File: config.mk
export PLATFORM = sky130hd
export DESIGN_NAME = fmt48_bridge
export DESIGN_NICKNAME = d
export VERILOG_FILES = /design/src/rtl/fmt48_pkg.sv /design/src/rtl/fmt48_ctl.sv /design/src/rtl/fmt48_dp.sv /design/src/rtl/fmt48_bridge.sv
export SDC_FILE = /design/constraint.sdc
export NUM_CORES = 1
export LEC_CHECK = 0
export BUFFER_PORTS_ARGS = -buffer_cell sky130_fd_sc_hd__buf_2
export CAP_MARGIN = 20
export CORE_MARGIN = 1
export CORE_UTILIZATION = 53
export CTS_CLUSTER_DIAMETER = 40
export DETAILED_ROUTE_END_ITERATION = 8
export PLACE_DENSITY = 0.89
export SLEW_MARGIN = 15
export SYNTH_ARGS = -nofsm -noshare
export SYNTH_HDL_FRONTEND = slang
export SYNTH_SLANG_ARGS = --single-unit
export TNS_END_PERCENT = 5
File: constraint.sdc
create_clock -name clk -period 3.15 [get_ports clk]
set_clock_uncertainty 0.05 [all_clocks]
set_input_delay 0.1575 -clock clk [delete_from_list [all_inputs] [get_ports clk]]
set_output_delay 0.1575 -clock clk [all_outputs]
set_load 0.03 [all_outputs]
File: src/rtl/fmt48_pkg.sv
package fmt48_pkg;
  // compact 48-bit word layout
  localparam int CW_W      = 48;
  localparam int CW_EXP_W  = 7;
  localparam int CW_FRAC_W = 40;
  localparam int CW_BIAS   = 64;
  // binary64 layout
  localparam int DW_W      = 64;
  localparam int DW_EXP_W  = 11;
  localparam int DW_FRAC_W = 52;
  localparam int DW_BIAS   = 1023;
  // derived
  localparam int DROP_W    = DW_FRAC_W - CW_FRAC_W;
  localparam int REBIAS    = DW_BIAS - CW_BIAS;
  localparam int EXP_MAX   = (1 << CW_EXP_W) - 1;
  localparam int BYTE_W    = 8;
  localparam int ASM_BYTES = CW_W / BYTE_W;
  localparam int LANE_W    = (ASM_BYTES > 1) ? $clog2(ASM_BYTES) : 1;

  typedef struct packed {
    logic [ASM_BYTES-1:0] laneWe;
    logic                 asmFire;
    logic                 unpackLoad;
    logic                 packLoad;
  } ctlStrobe_t;
endpackage

File: src/rtl/fmt48_ctl.sv
module fmt48_ctl
  import fmt48_pkg::*;
(
  input  logic       clk,
  input  logic       rstN,
  input  logic       unpackReq,
  input  logic       packReq,
  input  logic       byteValid,
  input  logic       byteFirst,
  output ctlStrobe_t strobe
);
  logic [LANE_W-1:0] laneCnt;
  logic [LANE_W-1:0] laneIdx;
  logic              lastLane;

  assign laneIdx  = byteFirst ? '0 : laneCnt;
  assign lastLane = (laneIdx == LANE_W'(ASM_BYTES - 1));

  always_ff @(posedge clk or negedge rstN) begin
    if (!rstN) begin
      laneCnt <= '0;
    end else if (byteValid) begin
      laneCnt <= lastLane ? '0 : laneIdx + LANE_W'(1);
    end
  end

  always_comb begin
    strobe            = '0;
    strobe.laneWe     = byteValid ? (ASM_BYTES'(1) << laneIdx) : '0;
    strobe.asmFire    = byteValid && lastLane;
    strobe.unpackLoad = unpackReq;
    strobe.packLoad   = packReq;
  end


  lane_onehot_chk: assert property (@(posedge clk) disable iff (!rstN)
    $onehot0(strobe.laneWe));


  idle_no_fire_chk: assert property (@(posedge clk) disable iff (!rstN)
    !byteValid |-> !strobe.asmFire && (strobe.laneWe == '0));
endmodule

File: src/rtl/fmt48_dp.sv
module fmt48_dp
  import fmt48_pkg::*;
(
  input  logic                clk,
  input  logic                rstN,
  input  ctlStrobe_t          strobe,
  input  logic [CW_W-1:0]     rawIn,
  input  logic [DW_W-1:0]     dblIn,
  input  logic [BYTE_W-1:0]   byteData,
  output logic                unpackDone,
  output logic [DW_W-1:0]     dblOut,
  output logic                packDone,
  output logic [CW_W-1:0]     packOut,
  output logic                asmDone,
  output logic [CW_W-1:0]     asmWord
);
  localparam int RB_W = DW_EXP_W + 2;

  // ---------------- widen path ----------------
  logic                 rawSign;
  logic [CW_EXP_W-1:0]  rawExp;
  logic [CW_FRAC_W-1:0] rawFrac;
  logic [DW_EXP_W-1:0]  wideExp;
  logic [DW_W-1:0]      wideVal;

  assign rawSign = rawIn[CW_W-1];
  assign rawExp  = rawIn[CW_W-2 -: CW_EXP_W];
  assign rawFrac = rawIn[CW_FRAC_W-1:0];
  assign wideExp = DW_EXP_W'(rawExp) + DW_EXP_W'(REBIAS);

  always_comb begin
    if (rawIn == '0) wideVal = '0;
    else             wideVal = {rawSign, wideExp, rawFrac, {DROP_W{1'b0}}};
  end

  // ---------------- narrow path ----------------
  logic                   dSign;
  logic [DW_EXP_W-1:0]    dExp;
  logic [DW_FRAC_W-1:0]   dFrac;
  logic signed [RB_W-1:0] rebased;
  logic [CW_EXP_W-1:0]    expField;
  logic [CW_FRAC_W-1:0]   roundFrac;
  logic [CW_W-1:0]        narrowVal;

  assign dSign   = dblIn[DW_W-1];
  assign dExp    = dblIn[DW_W-2 -: DW_EXP_W];
  assign dFrac   = dblIn[DW_FRAC_W-1:0];
  assign rebased = $signed({2'b00, dExp}) - $signed(RB_W'(REBIAS));

  always_comb begin
    if (rebased < $signed(RB_W'(0)))             expField = '0;
    else if (rebased > $signed(RB_W'(EXP_MAX)))  expField = CW_EXP_W'(EXP_MAX);
    else                                         expField = rebased[CW_EXP_W-1:0];
  end

  // carry out of the fraction falls off the top
  assign roundFrac = dFrac[DW_FRAC_W-1:DROP_W] + CW_FRAC_W'(dFrac[DROP_W-1]);

  always_comb begin
    if (dExp == '0) narrowVal = '0;
    else            narrowVal = {dSign, expField, roundFrac};
  end

  // ---------------- byte gatherer ----------------
  logic [BYTE_W-1:0] laneReg [ASM_BYTES];

  always_ff @(posedge clk or negedge rstN) begin
    if (!rstN) begin
      for (int k = 0; k < ASM_BYTES; k++) laneReg[k] <= '0;
    end else begin
      for (int k = 0; k < ASM_BYTES; k++)
        if (strobe.laneWe[k]) laneReg[k] <= byteData;
    end
  end

  for (genvar g = 0; g < ASM_BYTES; g++) begin : g_lane
    assign asmWord[g*BYTE_W +: BYTE_W] = laneReg[g];
  end

  // ---------------- output registers ----------------
  always_ff @(posedge clk or negedge rstN) begin
    if (!rstN) begin
      unpackDone <= 1'b0;
      packDone   <= 1'b0;
      asmDone    <= 1'b0;
      dblOut     <= '0;
      packOut    <= '0;
    end else begin
      unpackDone <= strobe.unpackLoad;
      packDone   <= strobe.packLoad;
      asmDone    <= strobe.asmFire;
      if (strobe.unpackLoad) dblOut  <= wideVal;
      if (strobe.packLoad)   packOut <= narrowVal;
    end
  end


  unpack_sign_chk: assert property (@(posedge clk) disable iff (!rstN)
    strobe.unpackLoad |=> unpackDone && (dblOut[DW_W-1] == $past(rawIn[CW_W-1])));


  unpack_zero_chk: assert property (@(posedge clk) disable iff (!rstN)
    strobe.unpackLoad && (rawIn == '0) |=> (dblOut == '0));


  pack_sign_chk: assert property (@(posedge clk) disable iff (!rstN)
    strobe.packLoad && (dExp != '0) |=> packDone && (packOut[CW_W-1] == $past(dblIn[DW_W-1])));


  pack_zero_chk: assert property (@(posedge clk) disable iff (!rstN)
    strobe.packLoad && (dExp == '0) |=> (packOut == '0));


  asm_pulse_chk: assert property (@(posedge clk) disable iff (!rstN)
    asmDone |=> !asmDone);
endmodule

File: src/rtl/fmt48_bridge.sv
module fmt48_bridge
  import fmt48_pkg::*;
(
  input  logic              clk,
  input  logic              rstN,
  input  logic              unpackReq,
  input  logic [CW_W-1:0]   rawIn,
  output logic              unpackDone,
  output logic [DW_W-1:0]   dblOut,
  input  logic              packReq,
  input  logic [DW_W-1:0]   dblIn,
  output logic              packDone,
  output logic [CW_W-1:0]   packOut,
  input  logic              byteValid,
  input  logic              byteFirst,
  input  logic [BYTE_W-1:0] byteData,
  output logic              asmDone,
  output logic [CW_W-1:0]   asmWord
);
  ctlStrobe_t strobe;

  fmt48_ctl i_ctl (
    .clk       (clk),
    .rstN      (rstN),
    .unpackReq (unpackReq),
    .packReq   (packReq),
    .byteValid (byteValid),
    .byteFirst (byteFirst),
    .strobe    (strobe)
  );

  fmt48_dp i_dp (
    .clk        (clk),
    .rstN       (rstN),
    .strobe     (strobe),
    .rawIn      (rawIn),
    .dblIn      (dblIn),
    .byteData   (byteData),
    .unpackDone (unpackDone),
    .dblOut     (dblOut),
    .packDone   (packDone),
    .packOut    (packOut),
    .asmDone    (asmDone),
    .asmWord    (asmWord)
  );
endmodule

== After elaboration in Yosys (flattened, before gate mapping) ==
Cells that the tools add are included.
Word-level totals
  input bits: 126
  register bits: 166
  output and inout port bits: 163
Operators by class
  shift operators: 1
  $lt $le $gt $ge: 2
  reduce and logical (&&, ||, !) cells: 3
  muxes and demuxes: 7
  eq/ne operators: 1
  add/subtract/negate cells: 4
Operators by type and width (count)
  2-to-1 mux 64 bit: 1
  zero test 48 bit: 1
  2-to-1 mux 48 bit: 1
  adder 40 x 1 -> 40 bit: 1
  2-to-1 mux 7 bit: 2
  > comparator 13 x 8 -> 1 bit, second input constant: 1
  < comparator 13 x 1 -> 1 bit, second input constant: 1
  subtractor 11 x 10 -> 12 bit, second input constant: 1
  adder 7 x 10 -> 11 bit, second input constant: 1
  zero test 11 bit: 1
  2-to-1 mux 3 bit: 2
  2-to-1 mux 6 bit: 1
  left shift 1 x 3 -> 6 bit, first input constant: 1
  adder 3 x 1 -> 3 bit, second input constant: 1
  equality test 3 bit, second input constant: 1
  logical AND 1 bit: 1

== Depth between registers and ports, before layout ==
Gate-level depths: netlist of the first run.
  depth in word-level cells: 5
  mapped depth: 8

== Hierarchy ==
Synthesis of the first run repeated with hierarchy kept, for this count alone.
Second synthesis, totals
  cells, all modules: 619
  area, all modules: 7204.4 um^2
Modules (own cells, without submodules)
  fmt48_dp: area an instance 6934.2 um^2, seq. area each 3778.6 um^2, times used 1, cells each 588
  fmt48_ctl: area an instance 270.3 um^2, seq. area each 75.1 um^2, times used 1, cells each 31

== Worst setup path before layout of the first run ==
No wires, ideal clock.
  path type: input to register
  start point: input dblIn[11]
  end point: register i_dp.packOut[18]
  cell stages on the path: 8
  library setup time: 0.121 ns
  buffers on the path: 1
  slack: 1.204 ns
  data arrival time: 1.775 ns
  path through: ha_1 -> ha_1 -> and4_1 -> nand4_1 -> buf_1 -> nor3_1 -> xor2_1 -> a22o_1
Between the ends
  cells in the longest elaborated chain, start to end: 2
RTL lines
  start, declared: line fmt48_bridge.sv:11  | input logic [DW_W-1:0] dblIn,
  adder 40 x 1 -> 40 bit: line fmt48_dp.sv:57  | assign roundFrac = dFrac[DW_FRAC_W-1:DROP_W] + CW_FRAC_W'(dFrac[DROP_W-1]);
  2-to-1 mux 48 bit: line fmt48_dp.sv:60  | if (dExp == '0) narrowVal = '0;
  end signal, assigned: line fmt48_dp.sv:93  | if (strobe.packLoad) packOut <= narrowVal;
  end, declared: line fmt48_dp.sv:13  | output logic [CW_W-1:0] packOut,
Every way passes these cells.
A chain may end at the register's enable or synchronous reset.

== Worst setup path after layout of the first run ==
  start point: input rawIn[34]
  end point: register i_dp.dblOut[42]
Between the ends
  cells in the longest elaborated chain, start to end: 2
RTL lines
  start, declared: line fmt48_bridge.sv:7  | input logic [CW_W-1:0] rawIn,
  zero test 48 bit: line fmt48_dp.sv:32  | if (rawIn == '0) wideVal = '0;
  2-to-1 mux 64 bit: line fmt48_dp.sv:32
  end signal, assigned: line fmt48_dp.sv:92  | if (strobe.unpackLoad) dblOut <= wideVal;
  end, declared: line fmt48_dp.sv:11  | output logic [DW_W-1:0] dblOut,
Every way passes these cells.

==> results of run 1 <==
==> power groups by stage <==
stage | Combinational, mW | Clock [mW] | Sequential [mW]
after detailed placement | 1.85 | 0 | 2.57
final | 1.93 | 2.11 | 2.55
after floorplan | 0.475 | 0 | 3.27
after global routing | 2.03 | 2.22 | 2.58
after global placement | 1.80 | 0 | 2.54
after CTS | 1.91 | 2.13 | 2.54
==> routing by layer <==
layer  vias to the layer above  track usage [%]
li1                       2978                -
met1                      3242             35.5
met2                       413             54.7
met3                        67             8.52
met4                         0             15.0
met5                         -                0
==> synthesized netlist by cell type, types with 10 or more instances <==
| library cell | n |
|---|---|
| inv_1 | 61 |
| nand4_1 | 11 |
| dfrtp_1 | 154 |
| buf_4 | 12 |
| o21ai_0 | 41 |
| clkbuf_1 | 25 |
| mux2_2 | 44 |
| nor3_1 | 10 |
| nand2_1 | 79 |
| a22o_1 | 36 |
| nor2_1 | 24 |
| nor4_1 | 15 |
| xor2_1 | 19 |
| xnor2_1 | 25 |
| nand3_1 | 18 |
==> final cells by class <==
| type | count | area (um^2) |
|---|---|---|
| Tap cell | 176 | 220 |
| Inverter | 63 | 236 |
| Antenna cell | 1 | 2.50 |
| Timing Repair Buffer | 325 | 1930 |
| Clock buffer | 19 | 453 |
| Sequential cell | 154 | 3850 |
| Clock inverter | 13 | 166 |
| Multi-Input combinational cell | 428 | 2960 |
| Fill cell | 866 | 3470 |
==> logic make-up after synthesis <==
kind of cell               synth area share (%)
buffers and inverters                      6.43
adders and majority gates                  1.04
AOI/OAI and AO/OA                          12.0
and+or+nand+nor                            15.1
muxes                                      6.84
DFF                                        53.2
xor gates and xnor gates                   5.32
other                                    0.0518
==> flip-flops by register name (all words and copies together) (netlist names) <==
name / flops
i_dp.dblOut: 52
i_dp.asmWord: 48
i_dp.packOut: 48
i_ctl.laneCnt: 3
i_dp.asmDone: 1
i_dp.packDone: 1
i_dp.unpackDone: 1
==> how the worst max path moves through the flow <==
stage | startpoint | end | slack (ns) | cells past startpoint
after floorplan | dblIn[11] | i_dp.packOut[18] | 1.20 | 8
after global placement | dblIn[52] | i_dp.packOut[36] | 0.92 | 7
after detailed placement | dblIn[52] | i_dp.packOut[18] | 0.87 | 7
after CTS | rawIn[34] | i_dp.dblOut[40] | 0.78 | 8
after global routing | rawIn[34] | i_dp.dblOut[48] | 0.57 | 8
final | rawIn[34] | i_dp.dblOut[42] | 0.66 | 8
==> placed cells by master, fill, tap and decap left out, types with 3 or more instances in the layout <==
cell type / Yosys / final
a21oi_1: 3 / 3
a221o_1: 3 / 3
a22o_1: 36 / 36
a32oi_1: 7 / 7
and2_1: 5 / 5
and3_1: 3 / 3
and4_1: 5 / 5
buf_2: 3 / 264
buf_4: 12 / 6
bufinv_16: 0 / 3
clkbuf_16: 0 / 17
clkinv_2: 0 / 3
clkinv_4: 0 / 3
conb_1: 1 / 12
dfrtp_1: 154 / 154
dlygate4sd3_1: 0 / 53
ha_1: 6 / 6
inv_1: 61 / 61
mux2_2: 44 / 44
nand2_1: 79 / 79
nand3_1: 18 / 18
nand4_1: 11 / 11
nor2_1: 24 / 24
nor3_1: 10 / 10
nor4_1: 15 / 15
nor4_2: 7 / 7
o21ai_0: 41 / 41
o21ai_1: 8 / 8
o22ai_1: 8 / 8
o311a_1: 3 / 3
xnor2_1: 25 / 25
xor2_1: 19 / 19
==> critical path: stages <==
cell	delay (ns)
dlygate4sd3_1	0.53
buf_2	0.13
nor4_1	0.45
nand4_1	0.22
o41a_1	0.63
buf_4	0.32
nand2_1	0.11
o21ai_0	0.13
==> per-stage QoR <==
step | area, um^2 | cells | utilization, % | power (mW) | worst slack (ns)
CTS | 9820 | 1178 | 73.9 | 6.58 | 0.779
detailed placement | 8670 | 1093 | 65.2 | 4.42 | 0.873
global placement | 8670 | 1093 | 65.2 | 4.35 | 0.918
global route | 9820 | 1179 | 73.9 | 6.83 | 0.572
floorplan | 7280 | 691 | - | 3.75 | 1.20
finish | 9820 | 1179 | 73.9 | 6.59 | 0.657
==> results.yml, run 1 <==
critical_path:
  start_kind: "primary input"
  end_kind: "flip-flop"
  timing.rr.start: "i_ctl.laneCnt[1]"
  cp_data_arrival_time_ns: 2.69
  rrSetupSlack_ns: 1.15
  worstPathMaxFanout: 29
  crit_type: "primary input to flip-flop"
  worstRegToRegCells: 4
  cp.required_ns: 3.34
  r2r-end: "i_dp.asmWord[37]"
worst_hold_path:
  hold_end: "i_ctl.laneCnt[2]"
  hp-class: "primary input to flip-flop"
  whs_path_depth: 2
  hp-start: "byteValid"
logic_synthesis:
  syn_area_per_cell_um2: 10.6
  seq_area_frac_synth_pct: 53.2
  syn_area_mm2: 0.00724
  postSynthCellCount: 680
  synth_warnings: 0
  synth-edff-count: 0
  ys_types: 60
  yosys_register_bits: 154
  synth_ff_type: "dfrtp_1"
  synth.area.top_cells: "dfrtp_1 53%, mux2_2 6.8%, a22o_1 4.4%"
  synth_top_area_share_pct: 53.2
  yosysTopAreaCell: "dfrtp_1"
  async_reset_ff_share_pct: 100
sta:
  min_period_ns: 2.49
  relSlewSlack_pct: 40.7
  finalSetupViolations: 0
  finalHoldViolCount: 0
  layout_worst_path_cycle_share_pct: 79.1
  max_slew.worst_pin.slew_ns: 0.890
  grt_setup_unrepaired: "no"
  fin_tns_setup_ns: 0
  whs_ns: 0.0307
  finalMaxSlewViolations: 0
  fmax_ghz: 0.401
floorplan:
  ioPinCount: 289
  rows: 42
  die_h_um: 119
  chipWidth_um: 119
  start_util_pct: 54.5
  core_area_mm2: 0.0133
  die_area_mm2: 0.0141
status:
  status: "finished clean"
clocking:
  hold_buffers: 53
  cts_sinks: 154
  clk_pin_slew_worst_paths_ns: 0.06
  cts_tree: "done"
  cts_max_path_buffers: 2
  cts-root-buf: "clkbuf_16"
  cts_max_level: 4
  cts_setup_buffers: 0
  cts_inserted_buffers: 17
  cts_resized: 0
  clk_latency_ns: 0.40
detailed_routing:
  wl_per_cell_um: 18.5
  drc: 0
  dr_wl_met3_um: 1780
  m1WireLength_um: 8130
  routed-wl-met2_um: 11100
  drt_first_pass_iters: 5
  route.top_layer_used: "met4"
  vias: 6700
  routed_wl_um: 21800
  antenna_left: 0
  drtIter0Drc: 453
  viasPerCell: 5.68
global_route:
  grt_pass1_vias: 6715
  grt_pass1_wl_um: 34400
  antenna_found_initial: 1
  gr-total-overflow: 0
  grt_usage_pct: 31.3
  grt_max_degree: 100
pwr:
  irDropWorstVdd_v: 0.000339
  leakagePower_nw: 4.90
  combPwrFrac_pct: 29.2
  powerDensity_mw_per_mm2: 670
  internal_power_mw: 4.26
  p_switching_mw: 2.32
  pwr-share-seq_pct: 38.6
  pwr-share-clk_pct: 32.1
  p_sw_share_pct: 35.3
place:
  gp_congestion: 0.918
  port_buffers: 265
  hpwl_um: 14200
cells_and_area:
  final_layout_size_suffix_gt1_share_pct: 36.6
  nNetsFinal: 1121
  area_growth_syn_to_layout_pct: 35.7
flow_run:
  maxCapViolCount: 0
Power figures use the tool's default switching activity.
==> run 2: changes to the inputs <==
--- a/config.mk
+++ b/config.mk
@@ -5,13 +5,14 @@
 export SDC_FILE = /design/constraint.sdc
 export NUM_CORES = 1
 export LEC_CHECK = 0
+export ABC_AREA = 1
 export BUFFER_PORTS_ARGS = -buffer_cell sky130_fd_sc_hd__buf_2
 export CAP_MARGIN = 20
 export CORE_MARGIN = 1
-export CORE_UTILIZATION = 53
+export CORE_UTILIZATION = 50
 export CTS_CLUSTER_DIAMETER = 40
 export DETAILED_ROUTE_END_ITERATION = 8
-export PLACE_DENSITY = 0.89
+export PLACE_DENSITY = 0.84
 export SLEW_MARGIN = 15
 export SYNTH_ARGS = -nofsm -noshare
 export SYNTH_HDL_FRONTEND = slang
==> constraint.sdc (replaced) <==
create_clock -name clk -period 2.5 [get_ports clk]
set_clock_uncertainty 0.05 [all_clocks]
set_input_delay 0.125 -clock clk [delete_from_list [all_inputs] [get_ports clk]]
set_output_delay 0.125 -clock clk [all_outputs]
set_load 0.03 [all_outputs]
==> run 2 against run 1 <==
Compared with the run above:
- the run now ends with DRC left
- die area up 12%
- worst hold slack lost 0.016 ns
- first-iteration DRC count up 65%
- area after synthesis rose by 5.5%
- clock-buffer cell count is the same
- sequential cell count unchanged
- largest cell class unchanged
==> results.yml, run 2 <==
cells_and_area:
  nNetsFinal: 1455
  postLayoutCellArea_mm2: 0.0103
  final_common_cell: "nand2_1"
  largest_reg_flops: 52
  final_layout_size_suffix_gt1_share_pct: 24.7
  final_cell_mix: "377 x nand2_1, 264 x buf_2, 154 x dfrtp_1"
  top_register: "i_dp.dblOut"
  area_growth_syn_to_layout_pct: 35.2
  antennaDiodeCount: 0
logic_synthesis:
  synth-edff-count: 0
  yosysTopAreaCell: "dfrtp_1"
  yosys_register_bits: 154
  synth.area.top_cells: "dfrtp_1 50%, nand2_1 19%, o21ai_0 5.2%"
  yosys-top-cells-count: "377 x nand2_1, 154 x dfrtp_1, 84 x nor2_1"
  synth_top_area_share_pct: 50.5
  syn_area_mm2: 0.00764
  async_reset_ff_share_pct: 100
  syn_area_per_cell_um2: 7.69
  synth_ff_type: "dfrtp_1"
  postSynthCellCount: 993
  synth_warnings: 0
  ys_types: 39
  yosysMostFrequentCell: "nand2_1"
  seq_area_frac_synth_pct: 50.5
floorplan:
  ioPinCount: 289
  rows: 44
  die_area_mm2: 0.0158
  chipWidth_um: 126
  start_util_pct: 52.0
  die_h_um: 126
  core_area_mm2: 0.0147
clocking:
  cts_setup_buffers: 0
  cts_max_level: 4
  clk_pin_slew_worst_paths_ns: 0.07
  clk_latency_ns: 0.41
  hold_buffers: 62
  cts_tree: "done"
  cts_inserted_buffers: 17
  cts_resized: 0
  cts_max_path_buffers: 2
  cts_sinks: 154
  cts-root-buf: "clkbuf_16"
sta:
  layout_worst_path_cycle_share_pct: 87.8
  finalHoldViolCount: 0
  fmax_ghz: 0.456
  finalSetupViolations: 0
  relSlewSlack_pct: 40.4
  finalMaxSlewViolations: 0
  fin_tns_setup_ns: 0
  max_slew.worst_pin.slew_ns: 0.893
  min_period_ns: 2.19
  grt_setup_unrepaired: "no"
pwr:
  powerDensity_mw_per_mm2: 775
  p_sw_share_pct: 37.7
  combPwrFrac_pct: 29.1
  leakagePower_nw: 5.54
  internal_power_mw: 4.98
  pwr-share-clk_pct: 31.5
  power_mw: 8.00
  irDropWorstVdd_v: 0.000463
  pwr-share-seq_pct: 39.4
  p_switching_mw: 3.01
critical_path:
  crit_type: "primary input to flip-flop"
  start_kind: "primary input"
  end_kind: "flip-flop"
  cp.required_ns: 2.76
  worstPathMaxFanout: 5
  rrSetupSlack_ns: 0.87
  cp_data_arrival_time_ns: 2.45
  worstRegToRegCells: 3
  critical_path.cell_chain: "dlygate4sd3_1, buf_2, ha_1, ha_1, nand3_1, nor2_1, nand4_1, nor2_1, nand2_1, inv_1, nand4_1, nand2_1, nand2_1"
  slowest_delay_ns: 0.53
  cp_slowest_cell: "dlygate4sd3_1"
  cp_common_cell: "nand2_1"
status:
  violations: "DRC"
  status: "finished with violations"
global_route:
  grt_pass1_wl_um: 40600
  grt_pass1_vias: 7910
  gr-total-overflow: 0
  antenna_found_initial: 0
  grt_usage_pct: 33.1
  grt_max_degree: 62
detailed_routing:
  drt_first_pass_iters: 9
  vias: 8179
  drtIter0Drc: 749
  routed_wl_um: 25400
  antenna_left: 0
  drc: 18
  viasPerCell: 5.38
  wl_per_cell_um: 16.7
worst_hold_path:
  whs_path_depth: 4
  hp-class: "primary input to flip-flop"
place:
  gp_congestion: 0.972
  placed_area_mm2: 0.00914
  port_buffers: 265
  hpwl_um: 17400
flow_run:
  maxCapViolCount: 0
-- run 2: cell types whose count changed after synthesis, moves of 32 or more --
cell     previous run  this run
a22o_1             36         4
nor2_1             24        84
mux2_2             44         0
o21ai_0            41        79
nand2_1            79       377
nand3_1            18        64
-- run 2: worst max-delay path, delay by kind of cell --
kind | cells | cell delay, ns
adder cells (fa/ha/maj) | 2 | 0.49
AND/OR/NAND/NOR | 8 | 1.08
buffers and inverters | 3 | 0.75
-- run 2: per-layer routing --
layer	wire length [um]	track usage, %	up-vias
met4	1360	21.2	0
met1	10200	41.4	3777
met2	12000	53.2	463
li1	-	-	3826
met3	1890	5.78	113
met5	0	0	-
-- run 2: power groups by stage --
stage	logic, mW	registers, mW	clock network [mW]
after floorplan	0.556	4.02	0
after global placement	2.18	3.17	0
after detailed placement	2.22	3.18	0
after CTS	2.30	3.14	2.53
after global routing	2.49	3.19	2.67
final	2.32	3.15	2.52
-- run 2: layout make-up --
type                       count  area [um^2]
timing repair buffer         336         2030
multi-input combinational    729         3320
tap                          184          230
clock buffer                  19          433
sequential                   154         3850
clock inverter                13          135
fill                        1161         4380
inverter                      84          315
-- run 2: kinds of logic (layout without fill, tap and decap cells) --
logic type,after synthesis,after routing,share of synthesized area [%]
AND/OR/NAND/NOR,593,593,32.7
flip-flops,154,154,50.5
buffers and inverters,121,452,6.58
AO/OA/AOI/OAI,107,107,7.96
XOR/XNOR,10,10,1.15
adder cells (fa/ha/maj),7,7,1.15
other,1,12,0.0491
-- run 2: metrics by stage --
step	std cells	hold WS [ns]	worst slack [ns]	utilization [%]
2_1_floorplan	1004	-0.221	0.933	-
3_3_place_gp	1425	0.0830	0.499	62.1
3_5_place_dp	1425	0.0840	0.471	62.1
4_1_cts	1519	0.000525	0.372	70.2
5_1_grt	1519	0.0196	0.100	70.2
6_report	1519	0.0152	0.305	70.2
-- run 2: final timing paths --
| check | startpoint | to |
|---|---|---|
| hold / removal | dblIn[36] | i_dp.packOut[24] |
| setup reg to reg | i_ctl.laneCnt[0] | i_dp.asmWord[34] |
| max in group asynchronous | rstN | i_dp.dblOut[58] |
| setup / recovery | dblIn[12] | i_dp.packOut[38] |
| min in group asynchronous | rstN | i_dp.dblOut[38] |
| hold reg to reg | i_dp.dblOut[14] | i_dp.dblOut[14] |
